## src/rtl/smi_pkg.sv

```systemverilog
package smi_pkg;
    localparam int ADDR_W = 4;

    typedef enum logic [ADDR_W-1:0] {
        A_DEV_STS = 4'd0,
        A_DEV_EN  = 4'd1,
        A_AUX_STS = 4'd2,
        A_AUX_EN  = 4'd3,
        A_GP_STS  = 4'd4,
        A_GP_EN   = 4'd5,
        A_GP_POL  = 4'd6,
        A_GP_BOTH = 4'd7,
        A_OUT_CFG = 4'd8
    } reg_addr_e;

    // aux status / enable bit positions
    localparam int AUX_IR    = 0;
    localparam int AUX_PA    = 1;
    localparam int AUX_PB    = 2;
    localparam int GATE_SIRQ = 6;
    localparam int GATE_PIN  = 7;

    // output config bit positions
    localparam int CFG_ACT_HIGH  = 0;
    localparam int CFG_PUSH_PULL = 1;
    localparam int CFG_PA_BOTH   = 2;
    localparam int CFG_PB_BOTH   = 3;
    localparam int CFG_W         = 4;
endpackage

```

## src/rtl/smi_sync.sv

```systemverilog
module smi_sync #(
    parameter int W      = 1,
    parameter int STAGES = 2
) (
    input  logic         clk,
    input  logic         rst_n,
    input  logic [W-1:0] async_in,
    output logic [W-1:0] sync_out
);
    logic [STAGES-1:0][W-1:0] chain_d, chain_q;

    always_comb begin
        chain_d[0] = async_in;
        for (int s = 1; s < STAGES; s++) begin
            chain_d[s] = chain_q[s-1];
        end
    end

    always_ff @(posedge clk or negedge rst_n) begin
        if (!rst_n) chain_q <= '0;
        else        chain_q <= chain_d;
    end

    assign sync_out = chain_q[STAGES-1];
endmodule

```

## src/rtl/smi_edge.sv

```systemverilog
module smi_edge #(
    parameter int W = 1
) (
    input  logic         clk,
    input  logic         rst_n,
    input  logic [W-1:0] level,
    input  logic [W-1:0] rise_en,
    input  logic [W-1:0] fall_en,
    output logic [W-1:0] hit
);
    logic [W-1:0] prev_d, prev_q;

    always_comb begin
        prev_d = level;
        hit    = (level & ~prev_q & rise_en) | (~level & prev_q & fall_en);
    end

    always_ff @(posedge clk or negedge rst_n) begin
        if (!rst_n) prev_q <= '0;
        else        prev_q <= prev_d;
    end
endmodule

```

## src/rtl/smi_pin.sv

```systemverilog
module smi_pin (
    input  logic clk,
    input  logic rst_n,
    input  logic smi,
    input  logic gate,
    input  logic act_high,
    input  logic push_pull,
    output logic pin_out,
    output logic pin_oe
);
    logic active;

    always_comb begin
        active = smi & gate;
        if (push_pull) begin
            pin_oe  = 1'b1;
            pin_out = active ? act_high : ~act_high;
        end else begin
            pin_oe  = active;
            pin_out = act_high;
        end
    end

    // push-pull always drives the pad
    p_pp_drives_r12: assert property (@(posedge clk) disable iff (!rst_n)
        push_pull |-> pin_oe);

    // open-drain data sits at the active level
    p_od_level_r12: assert property (@(posedge clk) disable iff (!rst_n)
        !push_pull |-> (pin_out == act_high));
endmodule

```

## src/rtl/smi_aggregator.sv

```systemverilog
module smi_aggregator
    import smi_pkg::*;
#(
    parameter int N_DEV       = 6,   // 1..8
    parameter int N_GPIO      = 8,   // 1..8
    parameter int SYNC_STAGES = 2
) (
    input  logic              clk,
    input  logic              rst_n,
    input  logic [N_DEV-1:0]  dev_evt,
    input  logic              ir_evt,
    input  logic              port_a_evt,
    input  logic              port_b_evt,
    input  logic [N_GPIO-1:0] gpio_evt,
    input  logic [3:0]        reg_addr,
    input  logic              reg_wr,
    input  logic              reg_rd,
    input  logic [7:0]        reg_wdata,
    output logic [7:0]        reg_rdata,
    output logic              smi_pin_out,
    output logic              smi_pin_oe,
    output logic              serirq_req
);
    localparam int E_W  = N_GPIO + 3;
    localparam int E_IR = N_GPIO;
    localparam int E_PA = N_GPIO + 1;
    localparam int E_PB = N_GPIO + 2;

    typedef struct packed {
        logic [N_DEV-1:0]  dev_en;
        logic [7:0]        aux_en;
        logic [N_GPIO-1:0] gp_en;
        logic [N_GPIO-1:0] gp_pol;
        logic [N_GPIO-1:0] gp_both;
        logic [N_GPIO-1:0] gp_sts;
        logic [CFG_W-1:0]  out_cfg;
        logic              sts_ir;
        logic              sts_pa;
        logic              sts_pb;
        logic [7:0]        rdata;
        logic              smi;
    } state_t;

    state_t state_d, state_q;

    logic [N_DEV-1:0]  dev_sync;
    logic [E_W-1:0]    edge_sync, rise_en, fall_en, edge_hit;
    logic [N_GPIO-1:0] gp_hit, gp_clr;
    logic              ir_hit, pa_hit, pb_hit;
    reg_addr_e         addr;

    assign addr = reg_addr_e'(reg_addr);

    smi_sync #(.W(N_DEV), .STAGES(SYNC_STAGES)) u_dev_sync (
        .clk(clk), .rst_n(rst_n), .async_in(dev_evt), .sync_out(dev_sync));

    smi_sync #(.W(E_W), .STAGES(SYNC_STAGES)) u_edge_sync (
        .clk(clk), .rst_n(rst_n),
        .async_in({port_b_evt, port_a_evt, ir_evt, gpio_evt}),
        .sync_out(edge_sync));

    always_comb begin
        rise_en = {state_q.out_cfg[CFG_PB_BOTH], state_q.out_cfg[CFG_PA_BOTH],
                   1'b1, ~state_q.gp_pol | state_q.gp_both};
        fall_en = {1'b1, 1'b1, 1'b0, state_q.gp_pol | state_q.gp_both};
    end

    smi_edge #(.W(E_W)) u_edge (
        .clk(clk), .rst_n(rst_n), .level(edge_sync),
        .rise_en(rise_en), .fall_en(fall_en), .hit(edge_hit));

    assign gp_hit = edge_hit[N_GPIO-1:0];
    assign ir_hit = edge_hit[E_IR];
    assign pa_hit = edge_hit[E_PA];
    assign pb_hit = edge_hit[E_PB];

    always_comb begin
        logic [7:0] rd_byte;
        logic       aux_wr, pb_term;
        state_d = state_q;

        // configuration writes
        if (reg_wr) begin
            case (addr)
                A_DEV_EN:  state_d.dev_en  = reg_wdata[N_DEV-1:0];
                A_AUX_EN:  state_d.aux_en  = reg_wdata;
                A_GP_EN:   state_d.gp_en   = reg_wdata[N_GPIO-1:0];
                A_GP_POL:  state_d.gp_pol  = reg_wdata[N_GPIO-1:0];
                A_GP_BOTH: state_d.gp_both = reg_wdata[N_GPIO-1:0];
                A_OUT_CFG: state_d.out_cfg = reg_wdata[CFG_W-1:0];
                default: ;
            endcase
        end

        // status: clear first, a new event in the same cycle wins
        gp_clr  = (reg_wr && addr == A_GP_STS) ? reg_wdata[N_GPIO-1:0] : '0;
        aux_wr  = reg_wr && addr == A_AUX_STS;
        state_d.gp_sts = (state_q.gp_sts & ~gp_clr) | gp_hit;
        state_d.sts_pa = (state_q.sts_pa & ~(aux_wr & reg_wdata[AUX_PA])) | pa_hit;
        state_d.sts_pb = (state_q.sts_pb & ~(aux_wr & reg_wdata[AUX_PB])) | pb_hit;
        state_d.sts_ir = (state_q.sts_ir & ~(reg_rd && addr == A_AUX_STS)) | ir_hit;

        // read mux
        rd_byte = '0;
        case (addr)
            A_DEV_STS: rd_byte[N_DEV-1:0]  = dev_sync;
            A_DEV_EN:  rd_byte[N_DEV-1:0]  = state_q.dev_en;
            A_AUX_STS: begin
                rd_byte[AUX_IR] = state_q.sts_ir;
                rd_byte[AUX_PA] = state_q.sts_pa;
                rd_byte[AUX_PB] = state_q.sts_pb;
            end
            A_AUX_EN:  rd_byte             = state_q.aux_en;
            A_GP_STS:  rd_byte[N_GPIO-1:0] = state_q.gp_sts;
            A_GP_EN:   rd_byte[N_GPIO-1:0] = state_q.gp_en;
            A_GP_POL:  rd_byte[N_GPIO-1:0] = state_q.gp_pol;
            A_GP_BOTH: rd_byte[N_GPIO-1:0] = state_q.gp_both;
            A_OUT_CFG: rd_byte[CFG_W-1:0]  = state_q.out_cfg;
            default: ;
        endcase
        if (reg_rd) state_d.rdata = rd_byte;

        // group interrupt: port B in both-edge mode contributes a pulse
        pb_term = state_q.out_cfg[CFG_PB_BOTH] ? pb_hit : state_q.sts_pb;
        state_d.smi = (|(dev_sync & state_q.dev_en))
                    | (state_q.sts_ir & state_q.aux_en[AUX_IR])
                    | (state_q.sts_pa & state_q.aux_en[AUX_PA])
                    | (pb_term        & state_q.aux_en[AUX_PB])
                    | (|(state_q.gp_sts & state_q.gp_en));
    end

    always_ff @(posedge clk or negedge rst_n) begin
        if (!rst_n) state_q <= '0;
        else        state_q <= state_d;
    end

    assign reg_rdata  = state_q.rdata;
    assign serirq_req = state_q.smi & state_q.aux_en[GATE_SIRQ];

    smi_pin u_pin (
        .clk(clk), .rst_n(rst_n), .smi(state_q.smi),
        .gate(state_q.aux_en[GATE_PIN]),
        .act_high(state_q.out_cfg[CFG_ACT_HIGH]),
        .push_pull(state_q.out_cfg[CFG_PUSH_PULL]),
        .pin_out(smi_pin_out), .pin_oe(smi_pin_oe));

    // a read of aux status drops the infrared bit unless a new edge arrives
    p_ir_read_clears_r4: assert property (@(posedge clk) disable iff (!rst_n)
        (reg_rd && addr == A_AUX_STS && !ir_hit) |=> !state_q.sts_ir);

    // ones written to pin status are gone next cycle unless re-hit
    p_gpio_w1c_r7: assert property (@(posedge clk) disable iff (!rst_n)
        (reg_wr && addr == A_GP_STS) |=>
        ((state_q.gp_sts & $past(reg_wdata[N_GPIO-1:0] & ~gp_hit)) == '0));

    // the group interrupt never rises with every enable clear
    p_smi_needs_enable_r10: assert property (@(posedge clk) disable iff (!rst_n)
        $rose(state_q.smi) |->
        $past((|state_q.dev_en) || (|state_q.aux_en[AUX_PB:AUX_IR]) || (|state_q.gp_en)));

    // both gates open: serial request and active pin agree
    p_gates_agree_r11: assert property (@(posedge clk) disable iff (!rst_n)
        (serirq_req && state_q.aux_en[GATE_PIN]) |->
        (smi_pin_oe && smi_pin_out == state_q.out_cfg[CFG_ACT_HIGH]));
endmodule

```

## config.mk

```make
export PLATFORM = sky130hd
export DESIGN_NAME = smi_aggregator
export DESIGN_NICKNAME = d
export VERILOG_FILES = /design/src/rtl/smi_pkg.sv /design/src/rtl/smi_sync.sv /design/src/rtl/smi_edge.sv /design/src/rtl/smi_pin.sv /design/src/rtl/smi_aggregator.sv
export SDC_FILE = /design/constraint.sdc
export NUM_CORES = 1
export LEC_CHECK = 0
export ABC_CLOCK_PERIOD_IN_PS = 1650
export BUFFER_PORTS_ARGS = -buffer_cell sky130_fd_sc_hd__buf_2
export CAP_MARGIN = 25
export CELL_PAD_IN_SITES_DETAIL_PLACEMENT = 0
export CELL_PAD_IN_SITES_GLOBAL_PLACEMENT = 2
export CORE_UTILIZATION = 38
export CTS_BUF_LIST = sky130_fd_sc_hd__clkbuf_8
export CTS_CLUSTER_DIAMETER = 40
export DETAILED_ROUTE_END_ITERATION = 6
export HOLD_SLACK_MARGIN = 0.15
export PLACE_DENSITY = 0.8
export SKIP_CTS_REPAIR_TIMING = 1
export SYNTH_ARGS = -nofsm -noshare
export SYNTH_HDL_FRONTEND = slang
export SYNTH_HIERARCHICAL = 1
export SYNTH_SLANG_ARGS = --single-unit
```

## constraint.sdc

```tcl
create_clock -name clk -period 1.65 [get_ports clk]
set_clock_uncertainty 0.2 [all_clocks]
set_input_delay 0 -clock clk [delete_from_list [all_inputs] [get_ports clk]]
set_output_delay 0 -clock clk [all_outputs]
set_load 0.1 [all_outputs]
```

* After elaboration in Yosys (flattened, before gate mapping) *
Index checks and enable logic that the tools add are counted.
Widths: inputs -> output; s select.

operators by class
  reductions and logical operators = 12
  multipliers = 0
  order comparisons = 0
  bitwise logic cells = 36
  divide/modulo/power cells = 0
  eq/ne operators = 8
  multiplexer cells = 9
  shifts and indexed selects = 0
  add/sub/neg operators = 0

operators by type and width
  kind                count
  $and 11x11->11      4
  $pmux 3 s9          1
  $or 8x8->8          3
  $not 11->11         2
  $and 8x8->8         2
  $eq 4x3->1 const B  4
  $not 8->8           2
  $pmux 2 s7          1
  $reduce_and 2->1    6
  $or 11x11->11       1
  $and 1x1->1         10
  $pmux 2 s5          1
  $eq 4x2->1 const B  2
  $mux 8              1
  $pmux 1 s8          1
  $reduce_or 8->1     1
  $or 1x1->1          7
  $and 6x6->6         1
  $reduce_or 6->1     1
  $eq 4x1->1 const B  1
  $eq 4x4->1 const B  1
  $logic_not 4->1     1
  $mux 1              4
  $not 1->1           4
  $logic_and 1x1->1   3

storage, ports and cells
  memories = 0
  output and inout bits = 11
  bits in read-only memories = 0
  flip-flop bits (word level) = 107
  input port bits = 33
  memory bits (writable) = 0
  latch bits = 0

* Logic depth before layout (Yosys ltp) *
Gate-level depths: netlist of the first run.

  depth in word-level cells = 8
  gate-level depth with buffers = 7

* By module *
The synthesis of the first run kept the hierarchy.

modules (own cells, without submodules)
  module                   area an instance (µm²)  cells an instance  instances  sequential area each (µm²)
  smi_aggregator           3255.6                  278                1          1551.5
  smi_sync at u_edge_sync  550.5                   22                 1          550.5
  smi_edge                 495.5                   44                 1          275.3
  smi_sync at u_dev_sync   300.3                   12                 1          300.3
  smi_pin                  28.8                    3                  1          0.0

* Worst setup path after synthesis of the first run *
OpenSTA, ideal clock, no wires.

  path kind = register to output
  from = reg state_q[0] (netlist bit)
  to = out smi_pin_out
  path slack = -0.508 ns
  stages on the path, launching flop included = 3
  data arrival time = 1.958 ns
  cell sequence = dfrtp_1 a21boi_2 xor2_1

on the way
  cells in the longest elaborated chain, start to end = 3

RTL lines
  element                 line                   source
  start, declared         smi_aggregator.sv:44   state_t state_d, state_q;
  start signal, assigned  smi_aggregator.sv:134  else state_q <= state_d;
  $and 1x1->1             smi_pin.sv:14          active = smi & gate;
  $mux 1                  smi_pin.sv:17          pin_out = active ? act_high : ~act_high;
  $mux 1                  smi_pin.sv:15          if (push_pull) begin
  end, declared           smi_aggregator.sv:20   output logic smi_pin_out,

No other way between the ends.

* Final worst setup path of the first run *
  from = reg state_q[13] (netlist bit)
  to = out smi_pin_out

on the way
  cells in the longest elaborated chain, start to end = 1

RTL lines
  element  line
  $mux 1   smi_pin.sv:15

No other way between the ends.

==> results.cfg, run 1 <==
[outcome]
status = finished, violations left
violated_checks = negative hold slack

[final_layout]
syn_to_final_growth_pct = 26.9
mostFrequentLayoutCells = sky130_fd_sc_hd__dfrtp_1 (106), sky130_fd_sc_hd__dlygate4sd3_1 (48), sky130_fd_sc_hd__buf_2 (41), sky130_fd_sc_hd__buf_4 (29), sky130_fd_sc_hd__nand2_1 (28)
design.final.nets = 507
final_common_cell = sky130_fd_sc_hd__dfrtp_1
n_fill_cell = 1033
seqCellArea_um2 = 2680
num_antenna_cells = 0
multi_input_comb_area_um2 = 1830
utilization = 0.504
drive_gt1_frac = 0.312

[yosys]
synth.top_cells.by_area = sky130_fd_sc_hd__dfrtp_1 (58%), sky130_fd_sc_hd__mux2_2 (6.6%), sky130_fd_sc_hd__mux2_1 (5.8%)
synth_top_area_cell = sky130_fd_sc_hd__dfrtp_1
yosys_most_used_dff = sky130_fd_sc_hd__dfrtp_1
synth.lib_cells_used.distinct = 51
post-synth-top-area-fraction = 0.578
synth_enable_flop_cells = 0
post_synth_instance_area_um2 = 4630
ys_warn_count = 6
synth.yosys.seq_area_share = 0.578
syn_area_per_cell_um2 = 12.9
synth-seq-cells = 107
async_reset_ff_frac = 1.00
synthCells = 359

[grt]
grt_pass1_wl_um = 17100
via_count_of_the_first_global_routing_pass = 3084
globalRouteTotalUtil = 0.182
grt.overflow.total = 0
antenna_found_initial = 0
maximum_number_of_pins_on_one_net_before_global_route_repair = 46

[clock_network]
clock_latency_ns = 0.37
clk_pin_slew_ns = 0.10
numCtsBuffers = 9
cts_htree_levels = 3
clock-root-buffer = sky130_fd_sc_hd__clkbuf_8
cts.sinks = 107
ctsLongestPathBuffers = 2
tritoncts = yes

[floorplanning]
die-height_um = 112
die-area_um2 = 12600
die_width_um = 112
core_ar_um2 = 11700
initial_core_util = 0.397
io_pins = 44
fp-row-count = 39

[routing]
detailedRoute.firstIterationViolations = 194
route.detailed.drc = 0
vias_per_cell = 5.12
ant_nets = 0
drt_pass1_iterations = 4
routed_wire_length_um = 10900
overall_via_count_from_detail_route = 3175
post_drt_wl_per_cell_um = 17.6

[critical_path]
critical-path-max-stage-delay_ns = 0.42
timing.critical_path.required_ns = 1.45
cp.arrival_ns = 1.40
worstSetupPathType = flip-flop to primary output
path_delay_family = flip-flops
cpMaxStageDelayCell = sky130_fd_sc_hd__dfrtp_1
setup.worst_path.start_class = flip-flop
end_kind = primary output
critical_path.cell_chain = a21boi_4 -> xor2_2 -> buf_12
path_buf_inv = 1
crit_path_max_fanout = 4

[power]
vdd_drop_max_mv = 0.439
cell_area_power_density_nw_per_um2 = 1060
power.leakage_nw = 2.57

[timing]
final.hold.worst_slack_ns = -0.0885
layout_worst_path_cycle_share = 0.970
rsz0062_at_grt = yes
finalWorstPathRequiredPeriod_ns = 1.60
report.final.setup_viol = 0
timing.fmax_mhz = 625
fin_tns_setup_ns = 0
final_hold_viol_count = 2
drv_slew = 0

[min_path]
worst_hold_path_type = primary input to flip-flop

[run]
cap_violations = 0

[place]
finalWeightedCongestion = 0.811
io_buffers = 43
dpl.hpwl_um = 7850
==> final timing paths <==
kind / cells after the start / startpoint / slack [ns] / end
worst max-delay path: 3 / state_q[13] / 0.05 / smi_pin_out
worst min-delay path: 4 / reg_addr[3] / -0.09 / reg_rdata[3]
worst max register to register: 4 / u_dev_sync/sync_out[4] / 0.09 / reg_rdata[4]
worst min register to register: 0 / u_edge_sync/chain_d[14] / 0.15 / u_edge_sync/sync_out[3]
max in group asynchronous: 4 / rst_n / 0.28 / u_edge_sync/chain_d[14]
min in group asynchronous: 3 / rst_n / 0.41 / state_q[42]
==> per-layer routing <==
| layer | vias to the layer above | part of all wire | global-route usage | routed length [um] |
|---|---|---|---|---|
| met5 | - | 0 | 0 | 0 |
| met4 | 0 | 0.014 | 0.0667 | 148 |
| met3 | 12 | 0.044 | 0.0351 | 481 |
| met2 | 67 | 0.46 | 0.274 | 4980 |
| met1 | 1585 | 0.48 | 0.262 | 5280 |
| li1 | 1511 | - | - | - |
==> sequential cells by signal (all words and copies together) (netlist names) <==
| register | cells |
|---|---|
| u_edge_sync/sync_out | 11 |
| u_dev_sync/sync_out | 6 |
| u_edge/prev_q | 11 |
| u_edge_sync/chain_d | 11 |
| u_dev_sync/chain_d | 6 |
| state_q | 52 |
| reg_rdata | 8 |
| rise_en | 2 |
==> power by group <==
part | total, mW | switching [mW] | internal, mW
logic | 1.46 | 0.776 | 0.680
registers | 3.22 | 0.274 | 2.95
clock network | 1.54 | 0.824 | 0.717
total | 6.22 | 1.87 | 4.34
==> worst reg2reg max path, cell delays in order (launching register included) <==
cell                       delay, ns
sky130_fd_sc_hd__dfrtp_1        0.42
sky130_fd_sc_hd__mux2_2         0.27
sky130_fd_sc_hd__a32o_1         0.21
sky130_fd_sc_hd__a221oi_1       0.23
sky130_fd_sc_hd__o32ai_1        0.11
==> cell usage after synthesis, drive strengths merged, types with 2 or more instances <==
master,count
dfrtp,107
mux2,51
nand2,30
buf,17
o21ai,16
nand3b,15
a21o,13
nand2b,10
nor2,10
or2,8
a22oi,7
mux2i,6
nand3,6
a32o,5
inv,5
o2bb2ai,5
a221oi,4
nor2b,4
a22o,3
a31oi,3
and3,3
clkbuf,3
nor3,3
o32ai,3
a211oi,2
a21oi,2
and2,2
conb,2
mux4,2
nor3b,2
o22ai,2
==> through the flow <==
stage | worst slack, ns | cells | power, mW | cell area, um^2
detailed placement | 0.0351 | 556 | 4.61 | 5180
global route | 0.00223 | 620 | 6.53 | 5880
CTS | -0.0184 | 570 | 6.17 | 5360
floorplan | 0.00238 | 361 | 4.16 | 4650
global placement | 0.0580 | 556 | 4.58 | 5180
finish | 0.0497 | 620 | 6.22 | 5880
==> area by class of cell <==
type | instances | share of cell area
tap | 143 | 0.0304
clock inverter | 4 | 0.00745
sequential | 107 | 0.456
timing repair buffer | 122 | 0.167
multi-input combinational | 228 | 0.312
inverter | 6 | 0.00383
clock buffer | 10 | 0.0234
==> kinds of logic (layout without fill, tap and decap cells) <==
logic type,count (synthesis),after routing,share of synthesized area
flops,107,107,0.578
simple gates,95,95,0.118
compound gates,69,69,0.120
mux,59,59,0.147
buf+inv,26,142,0.0335
other cells,2,4,0.00162
xor+xnor,1,1,0.00189
Power figures use the tool's default switching activity.
==> run 2, diff against run 1 <==
PLACE_DENSITY = not set   (was 0.8)
PLACE_DENSITY_LB_ADDON = 0.1   (was not set)
==> results.cfg, run 2 (synthesis results as in run 1) <==
[final_layout]
drive_gt1_frac = 0.331
num_antenna_cells = 0
n_fill_cell = 1065
top_register = state_q
syn_to_final_growth_pct = 29.9
seqCellArea_um2 = 2680
multi_input_comb_area_um2 = 1860
number_of_flip_flops_in_the_largest_register = 52
design.final.nets = 513
mostFrequentLayoutCells = sky130_fd_sc_hd__dfrtp_1 (107), sky130_fd_sc_hd__dlygate4sd3_1 (47), sky130_fd_sc_hd__buf_2 (39), sky130_fd_sc_hd__buf_4 (32), sky130_fd_sc_hd__nand2_1 (28)
post-route-cell-area_um2 = 6020
final_common_cell = sky130_fd_sc_hd__dfrtp_1

[timing]
worst_slew_pin_slew_ns = 0.510
report.final.setup_viol = 1
finalWorstPathRequiredPeriod_ns = 1.65
final.setup.worst_slack_ns = -0.000269
fin_tns_setup_ns = -0.000269
rsz0062_at_grt = yes
layout_worst_path_cycle_share = 1.00
drv_slew = 0
slew_headroom = 0.660
final_hold_viol_count = 4
timing.fmax_mhz = 606
final.hold.worst_slack_ns = -0.203

[routing]
overall_via_count_from_detail_route = 3244
post_drt_wl_per_cell_um = 18.6
met3RoutedLength_um = 416
vias_per_cell = 5.17
routed_wire_length_um = 11700
detailedRoute.firstIterationViolations = 173
m1WireLength_um = 5510
drt_pass1_iterations = 5
route.met2.wl_um = 5530
route.detailed.drc = 0
top_routing_layer_in_use = met4
ant_nets = 0

[floorplanning]
io_pins = 44
die-area_um2 = 12600
die_width_um = 112
fp-row-count = 39
initial_core_util = 0.397
die-height_um = 112
core_ar_um2 = 11700

[grt]
antenna_found_initial = 0
grt.overflow.total = 0
globalRouteTotalUtil = 0.201
maximum_number_of_pins_on_one_net_before_global_route_repair = 35
grt_pass1_wl_um = 18600
via_count_of_the_first_global_routing_pass = 3260

[critical_path]
critPathLaunch = state_q[13]
crit_path_max_fanout = 4
worstSetupPathType = flip-flop to primary output
setup.worst_path.start_class = flip-flop
cp.arrival_ns = 1.45
end_kind = primary output
crit-reg2reg-launch = state_q[26]
timing.critical_path.required_ns = 1.45

[clock_network]
tritoncts = yes
clock_latency_ns = 0.38
numCtsBuffers = 9
ctsLongestPathBuffers = 2
clk_pin_slew_ns = 0.10
clock-root-buffer = sky130_fd_sc_hd__clkbuf_8
cts_htree_levels = 3
cts.sinks = 107

[min_path]
worst_hold_path_type = primary input to flip-flop
timing.hold.worst.start = reg_addr[3]

[power]
vdd_drop_max_mv = 0.601
power.leakage_nw = 2.64
cell_area_power_density_nw_per_um2 = 1060

[place]
place_area_um2 = 5300
pre_cts_ws_ns = -0.0239
dpl.hpwl_um = 8410
finalWeightedCongestion = 0.842
io_buffers = 43

[outcome]
status = finished, violations left
violated_checks = negative hold slack, negative setup slack

[run]
cap_violations = 0
==> run 2: per-stage QoR <==
step                hold slack, ns  instances  total power, mW   util
finish                      -0.203        627             6.38  0.516
global route                -0.217        627             6.71  0.516
CTS                         -0.618        580             6.36  0.471
detailed placement          -0.189        565             4.69  0.454
global placement            -0.193        565             4.67  0.454
floorplan                   -0.496        361             4.16      -
==> run 2: per-layer routing <==
layer / up-vias / GRT usage
li1: 1528 / -
met1: 1628 / 0.279
met2: 70 / 0.311
met3: 18 / 0.0421
met4: 0 / 0.0702
met5: - / 0
==> run 2: worst paths after layout <==
kind	cells past startpoint	end	slack [ns]
worst max-delay path	3	smi_pin_out	-0.0003
worst min-delay path	3	reg_rdata[0]	-0.20
worst max register to register	4	reg_rdata[2]	0.03
worst min register to register	0	u_edge_sync/sync_out[3]	0.15
max in group asynchronous	4	u_edge/prev_q[6]	0.19
min in group asynchronous	3	reg_rdata[0]	0.46
==> run 2: final cells by class <==
class                   count  share of cell area
inverters                   6             0.00374
clock inverters             5             0.00998
flip-flops and latches    107               0.445
multi-input cells         228               0.309
well taps                 143              0.0297
clock buffers              10              0.0229
repair buffers            128               0.180
==> run 2: critical path: stages, from the launching register on <==
cell and delay, ns:
sky130_fd_sc_hd__dfrtp_1 0.42, sky130_fd_sc_hd__a21boi_4 0.24, sky130_fd_sc_hd__xor2_2 0.20, sky130_fd_sc_hd__buf_12 0.20
==> run 2: report_power, final <==
| group | switching, mW | internal, mW | total, mW | leakage [nW] |
|---|---|---|---|---|
| Combinational | 0.802 | 0.728 | 1.53 | 1.29 |
| Clock | 0.881 | 0.743 | 1.62 | 0.0992 |
| Sequential | 0.280 | 2.95 | 3.23 | 1.25 |
